==> src/rtl/dma_req_pkg.sv <==
package dma_req_pkg;
  localparam int RS_W = 4;

  typedef enum logic [1:0] {
    SRC_NONE = 2'd0,
    SRC_AUTO = 2'd1,
    SRC_EXT  = 2'd2,
    SRC_PER  = 2'd3
  } src_e;

  typedef struct packed {
    src_e       src;
    logic       single;
    logic [2:0] per_idx;
  } rs_dec_t;

  function automatic rs_dec_t rs_decode(input logic [RS_W-1:0] rs);
    rs_dec_t d;
    d.src     = SRC_NONE;
    d.single  = 1'b0;
    d.per_idx = rs[2:0];
    case (rs)
      4'b0000: d.src = SRC_EXT;
      4'b0010, 4'b0011: begin
        d.src    = SRC_EXT;
        d.single = 1'b1;
      end
      4'b0100: d.src = SRC_AUTO;
      4'b1000, 4'b1001, 4'b1010,
      4'b1011, 4'b1100, 4'b1101: d.src = SRC_PER;
      default: d.src = SRC_NONE;
    endcase
    return d;
  endfunction
endpackage

==> src/rtl/dreq_sync.sv <==
module dreq_sync #(
  parameter int STAGES = 2
) (
  input  logic clk,
  input  logic rst,
  input  logic pin_n,
  output logic act_lvl,
  output logic act_fall
);
  logic [STAGES-1:0] sync_q;
  logic              last_q;

  always_ff @(posedge clk) begin
    if (rst) begin
      sync_q <= '1;
      last_q <= 1'b1;
    end else begin
      sync_q <= {sync_q[STAGES-2:0], pin_n};
      last_q <= sync_q[STAGES-1];
    end
  end

  assign act_lvl  = ~sync_q[STAGES-1];
  assign act_fall = last_q & ~sync_q[STAGES-1];
endmodule

==> src/rtl/dma_ch_req.sv <==
module dma_ch_req
  import dma_req_pkg::*;
#(
  parameter int NUM_PER = 6,
  parameter bit HAS_EXT = 1'b1
) (
  input  logic               clk,
  input  logic               rst,
  input  logic               glob_ok,
  input  logic               de,
  input  logic               te,
  input  logic [RS_W-1:0]    rs,
  input  logic               ds,
  input  logic               xfer16,
  input  logic               ext_lvl,
  input  logic               ext_fall,
  input  logic [NUM_PER-1:0] per_irq,
  input  logic               ack,
  output logic               req,
  output logic               addr_single
);
  rs_dec_t dec;
  logic    ok;
  logic    edge_mode;
  logic    per_hit;
  logic    pend_q, pend_nxt;
  logic    req_nxt;

  always_comb begin
    dec       = rs_decode(rs);
    ok        = glob_ok & de & ~te;
    edge_mode = HAS_EXT & ds;
    per_hit   = 1'b0;
    for (int k = 0; k < NUM_PER; k++) begin
      if (dec.per_idx == k[2:0]) per_hit = per_irq[k];
    end

    if (ok && dec.src == SRC_EXT && edge_mode)
      pend_nxt = ext_fall | (pend_q & ~ack);
    else
      pend_nxt = 1'b0;

    req_nxt = 1'b0;
    if (ok) begin
      case (dec.src)
        SRC_AUTO: req_nxt = 1'b1;
        SRC_EXT:  req_nxt = HAS_EXT & (edge_mode ? pend_nxt : ext_lvl);
        SRC_PER:  req_nxt = per_hit & ~xfer16;
        default:  req_nxt = 1'b0;
      endcase
    end
  end

  always_ff @(posedge clk) begin
    if (rst) begin
      pend_q      <= 1'b0;
      req         <= 1'b0;
      addr_single <= 1'b0;
    end else begin
      pend_q      <= pend_nxt;
      req         <= req_nxt;
      addr_single <= dec.single;
    end
  end
endmodule

==> src/rtl/dma_req_gen.sv <==
module dma_req_gen
  import dma_req_pkg::*;
#(
  parameter int NUM_CH      = 4,
  parameter int NUM_EXT     = 2,
  parameter int NUM_PER     = 6,
  parameter int SYNC_STAGES = 2
) (
  input  logic                   clk,
  input  logic                   rst,
  input  logic                   dme,
  input  logic                   ae,
  input  logic                   nmif,
  input  logic [NUM_CH-1:0]      ch_de,
  input  logic [NUM_CH-1:0]      ch_te,
  input  logic [NUM_CH*RS_W-1:0] ch_rs,
  input  logic [NUM_EXT-1:0]     ch_ds,
  input  logic [NUM_CH-1:0]      ch_xfer16,
  input  logic [NUM_EXT-1:0]     dreq_n,
  input  logic [NUM_PER-1:0]     periph_irq,
  input  logic [NUM_CH-1:0]      ch_ack,
  output logic [NUM_CH-1:0]      req,
  output logic [NUM_CH-1:0]      addr_single
);
  logic glob_ok;
  assign glob_ok = dme & ~ae & ~nmif;

  for (genvar c = 0; c < NUM_CH; c++) begin : g_ch
    logic lvl, fall, ds_bit;
    if (c < NUM_EXT) begin : g_ext
      dreq_sync #(.STAGES(SYNC_STAGES)) u_sync (
        .clk      (clk),
        .rst      (rst),
        .pin_n    (dreq_n[c]),
        .act_lvl  (lvl),
        .act_fall (fall)
      );
      assign ds_bit = ch_ds[c];
    end else begin : g_noext
      assign lvl    = 1'b0;
      assign fall   = 1'b0;
      assign ds_bit = 1'b0;
    end

    dma_ch_req #(
      .NUM_PER (NUM_PER),
      .HAS_EXT (c < NUM_EXT)
    ) u_ch (
      .clk         (clk),
      .rst         (rst),
      .glob_ok     (glob_ok),
      .de          (ch_de[c]),
      .te          (ch_te[c]),
      .rs          (ch_rs[c*RS_W +: RS_W]),
      .ds          (ds_bit),
      .xfer16      (ch_xfer16[c]),
      .ext_lvl     (lvl),
      .ext_fall    (fall),
      .per_irq     (periph_irq),
      .ack         (ch_ack[c]),
      .req         (req[c]),
      .addr_single (addr_single[c])
    );
  end
endmodule

==> config.mk <==
export PLATFORM = sky130hd
export DESIGN_NAME = dma_req_gen
export DESIGN_NICKNAME = d
export VERILOG_FILES = /design/src/rtl/dma_req_pkg.sv /design/src/rtl/dreq_sync.sv /design/src/rtl/dma_ch_req.sv /design/src/rtl/dma_req_gen.sv
export SDC_FILE = /design/constraint.sdc
export NUM_CORES = 1
export LEC_CHECK = 0
export BUFFER_PORTS_ARGS = -buffer_cell sky130_fd_sc_hd__clkbuf_2
export CAP_MARGIN = 0
export CORE_ASPECT_RATIO = 0.5
export CORE_MARGIN = 4
export CORE_UTILIZATION = 26
export CTS_BUF_LIST = sky130_fd_sc_hd__clkbuf_4 sky130_fd_sc_hd__clkbuf_8
export CTS_CLUSTER_DIAMETER = 50
export DETAILED_ROUTE_END_ITERATION = 7
export GPL_ROUTABILITY_DRIVEN = 1
export PLACE_DENSITY_LB_ADDON = 0.3
export RECOVER_POWER = 100
export SYNTH_ARGS = -nofsm -noshare
export SYNTH_HDL_FRONTEND = slang
export SYNTH_SLANG_ARGS = --single-unit
==> constraint.sdc <==
create_clock -name clk -period 1.1 [get_ports clk]
set_input_delay 0.11 -clock clk [delete_from_list [all_inputs] [get_ports clk]]
set_output_delay 0.11 -clock clk [all_outputs]
set_load 0.005 [all_outputs]
==> run summary <==
=========================================================================================
Initial core utilization ...................................................        27.1%
Number of nets in the layout ...............................................          202
Initial antenna violation count ............................................            0
Fraction of final layout cells with drive strength greater than 1 ..........        39.2%
Final count of hold timing violations ......................................            0
Height of the die .......................................................... 50.3 microns
Count of fill cells added during filler insertion ..........................          402
First-pass GRT wire length ................................................. 3610 microns
Buffer cell driving the clock tree root .................................... sky130_fd_sc_hd__clkbuf_8
Crit-path max FO ...........................................................            2
Post-CTS setup buffer count ................................................            0
Net switching power figure .................................................     0.308 mW
Combined flip-flop and latch cell area .....................................    320 sq um
Routability congestion estimate from global placement ......................        0.688
Dominant register cell in the synthesized netlist .......................... sky130_fd_sc_hd__dfxtp_1
Later-pin clock latency in the skew report .................................       240 ps
Setup repair after global routing missed its margin ........................           no
Minimum period implied by the final worst setup slack ......................      1010 ps
Proportion of register bits with asynchronous set or reset after synthesis .           0%
Library cell contributing the largest single delay on the critical path .... sky130_fd_sc_hd__dfxtp_1
Horizontal die dimension ................................................... 92.6 microns
Detailed placer's ending HPWL .............................................. 1990 microns
Max H-tree Level ...........................................................            1
Total internal power .......................................................     0.957 mW
Chain of cells forming the critical path ................................... inv_1 > nor3b_1 > o31ai_1 > a221oi_2
Wire length after detailed routing ......................................... 2320 microns
Yosys reg bits .............................................................           16
Clock tree skew after final layout .........................................     0.465 ps
Top cell type by total area after synthesis ................................ sky130_fd_sc_hd__dfxtp_1
DR vias/cell ...............................................................         4.31
Number of global-route vias before repair ..................................          826
Synthesized Nets ...........................................................          152
Area of the multi-input gates ..............................................    523 sq um
Area of the die ............................................................   4650 sq um
Worst Path Required ........................................................      1260 ps
Transition time of the tightest slew-check pin .............................       422 ps
Portion of the post-synthesis area used by sequential elements .............        34.5%
Leading post-synthesis cells by instance count ............................. sky130_fd_sc_hd__dfxtp_1 (16), sky130_fd_sc_hd__mux2i_1 (9), sky130_fd_sc_hd__buf_4 (8), sky130_fd_sc_hd__nor2_1 (8), sky130_fd_sc_hd__a21oi_1 (7)
Number of stages on the worst setup path ...................................            4
Synthesized area divided by synthesized cell count .........................   8.85 sq um
Maximum clock frequency ....................................................      994 MHz
Remaining max-slew budget at the tightest pin ..............................        71.9%
Path class of the lowest-slack min-delay path .............................. input pin to flop
Static Leak ................................................................     0.559 nW
Data arrival at the endpoint of the critical path ..........................      1170 ps
Sw Ratio ...................................................................        24.4%
Worst r2r path cells .......................................................            4
Clock Tree Buf Depth .......................................................            2
Post-cts resize count ......................................................            0
Status ..................................................................... finished, final reports clean
Antenna cell count .........................................................            0
Pre-CTS WS .................................................................     -21.4 ps
Overflow left after global routing .........................................            0
Pin count of the biggest net entering global routing .......................           11
Wire length per cell after detailed routing ................................ 11.4 microns
GRT Util Overall ...........................................................        9.89%
Area fraction of the dominant cell type after synthesis ....................        34.5%
# Max-Cap Violations .......................................................            0
Worst setup EP type ........................................................         flop
Detailed-routing iteration count for the pre-antenna-repair pass ...........            4
Finished Layout Cells ......................................................          204
TritonCTS buffer count .....................................................            3
Max-slew violation total from the final report .............................            0
Classification of the worst setup path ..................................... flop to flop
Endpoint of the worst-slack reg-to-reg timing path ......................... g_ch[0].u_ch.req
Worst hold slack across all endpoints ......................................      46.5 ps
Cell depth of the worst hold path ..........................................            2
Cell Count Post-Placement ..................................................          201
Violation count after the first detailed-routing iteration .................           13
Count of input and output buffers ..........................................           52
Clock tree from TritonCTS ..................................................          yes
Final setup slack of the worst path ........................................      93.5 ps
R2R Path Start ............................................................. g_ch[0].u_ch.pend_q
Largest delay contributor family on the critical path ...................... compound AO/OA/AOI/OAI gates
Yosys warnings .............................................................            0
Area growth, synth to finish ...............................................        32.4%
Boundary pin count .........................................................           55
DR vias ....................................................................          880
Delay of the slowest cell on the worst path ................................       300 ps
Clk pin slew, worst setup/hold paths .......................................        60 ps
Kind of launch point of the worst setup path ...............................         flop
Power share of the combinational group .....................................        18.9%
Residual antenna-violating net count after detailed routing ................            0
Row Count ..................................................................           15
Synth cell types ...........................................................           28
Number of synthesized flops with an enable pin .............................            0
Crit. Startpoint ........................................................... g_ch[0].u_ch.pend_q
Final sum of negative setup slack ..........................................         0 ps
Cell with the most instances after synthesis ............................... sky130_fd_sc_hd__dfxtp_1
Cells taking the most area after synthesis ................................. sky130_fd_sc_hd__dfxtp_1 (34%), sky130_fd_sc_hd__mux2i_1 (9.7%), sky130_fd_sc_hd__a221oi_2 (6.5%)
Cell count after synthesis .................................................          105
CTS hold repair buffers ....................................................            0
P per Cell Area ............................................................ 1030 nW/um^2
Sinks on the clock net .....................................................           16
Worst IR Drop VDD ..........................................................     0.391 mV
Share of power burned in the clock network .................................        34.0%
Summed instance area of the synthesized netlist ............................    930 sq um
Number of buffer and inverter stages on the critical path ..................            1
Flop pwr share .............................................................        47.2%
Final setup violation count ................................................            0
Part of the cycle the worst path needs .....................................        91.5%
Worst reg2reg setup slack ..................................................        90 ps
DR DRC count ...............................................................            0
Crit path to ............................................................... g_ch[0].u_ch.req
Area of the core ...........................................................   3430 sq um
=========================================================================================
final cells by class:
type                       count  share of cell area, %
sequential                    16                   26.0
inverter                       6                   1.83
clock buffer                   3                   3.35
timing repair buffer          54                   21.1
multi-input combinational     74                   42.5
tap                           51                   5.18
layer usage:
layer / up-vias / share of wire (%) / track usage (%)
met2: 15 / 52 / 17.5
met5: - / 0 / 0
met3: 2 / 5.5 / 4.04
li1: 473 / - / -
met1: 390 / 42 / 11.2
met4: 0 / 0.90 / 2.22
power groups by stage:
| stage | logic (mW) | registers, mW | clock network [mW] |
|---|---|---|---|
| 5_1_grt | 0.269 | 0.598 | 0.474 |
| 3_5_place_dp | 0.244 | 0.610 | 0 |
| 4_1_cts | 0.245 | 0.597 | 0.450 |
| 6_report | 0.239 | 0.597 | 0.430 |
| 2_1_floorplan | 0.109 | 0.609 | 0 |
| 3_3_place_gp | 0.240 | 0.610 | 0 |
cells by family (layout without fill, tap and decap cells):
logic type	Yosys count	after routing	synth area share (%)
mux	9	9	9.69
simple gates	43	43	28.3
compound gates	22	22	18.3
buf+inv	15	63	9.29
flops	16	16	34.5
how the worst min path moves through the flow:
stage / start / endpoint / slack, ps
floorplan: ch_rs[2] / g_ch[0].u_ch.addr_single / 190
global placement: dreq_n[0] / g_ch[0].g_ext.u_sync.sync_q[0] / 290
detailed placement: dreq_n[1] / g_ch[1].g_ext.u_sync.sync_q[0] / 300
CTS: dreq_n[0] / g_ch[0].g_ext.u_sync.sync_q[0] / 40
global route: dreq_n[0] / g_ch[0].g_ext.u_sync.sync_q[0] / 40
finish: dreq_n[1] / g_ch[1].g_ext.u_sync.sync_q[0] / 50
stage by stage:
step	utilization (%)	cell area [sq um]	power, mW
detailed placement	35.1	1200	0.854
global route	35.8	1230	1.34
global placement	35.1	1200	0.850
finish	35.8	1230	1.27
floorplan	-	930	0.717
CTS	36.3	1250	1.29
state kept, by name, summed over array words and instances (netlist names):
name                      flops
g_ch.u_ch.pend_q              2
g_ch.u_ch.addr_single         4
g_ch.g_ext.u_sync.sync_q      4
g_ch.u_ch.req                 4
g_ch.g_ext.u_sync.last_q      2
placed cells by master (no fill, tap or decap), types with 3 or more instances in the layout:
master and count:
sky130_fd_sc_hd__nor3b_1 4, sky130_fd_sc_hd__clkbuf_2 46, sky130_fd_sc_hd__mux2i_1 9, sky130_fd_sc_hd__inv_1 6
sky130_fd_sc_hd__a21oi_1 7, sky130_fd_sc_hd__a221oi_2 4, sky130_fd_sc_hd__or2_2 6, sky130_fd_sc_hd__clkbuf_8 3
sky130_fd_sc_hd__nand2_1 6, sky130_fd_sc_hd__nor2_1 8, sky130_fd_sc_hd__nor2b_1 4, sky130_fd_sc_hd__dfxtp_1 16
sky130_fd_sc_hd__clkbuf_1 8, sky130_fd_sc_hd__nor4b_1 4
worst register-to-register path, delay by kind of cell (launching register included):
family                 cells  cell delay (ps)
buffers and inverters      1               40
AND/OR/NAND/NOR            1              200
AO/OA/AOI/OAI              2              380
flip-flops                 1              300
Note: power is estimated with default switching activity, not from simulation.
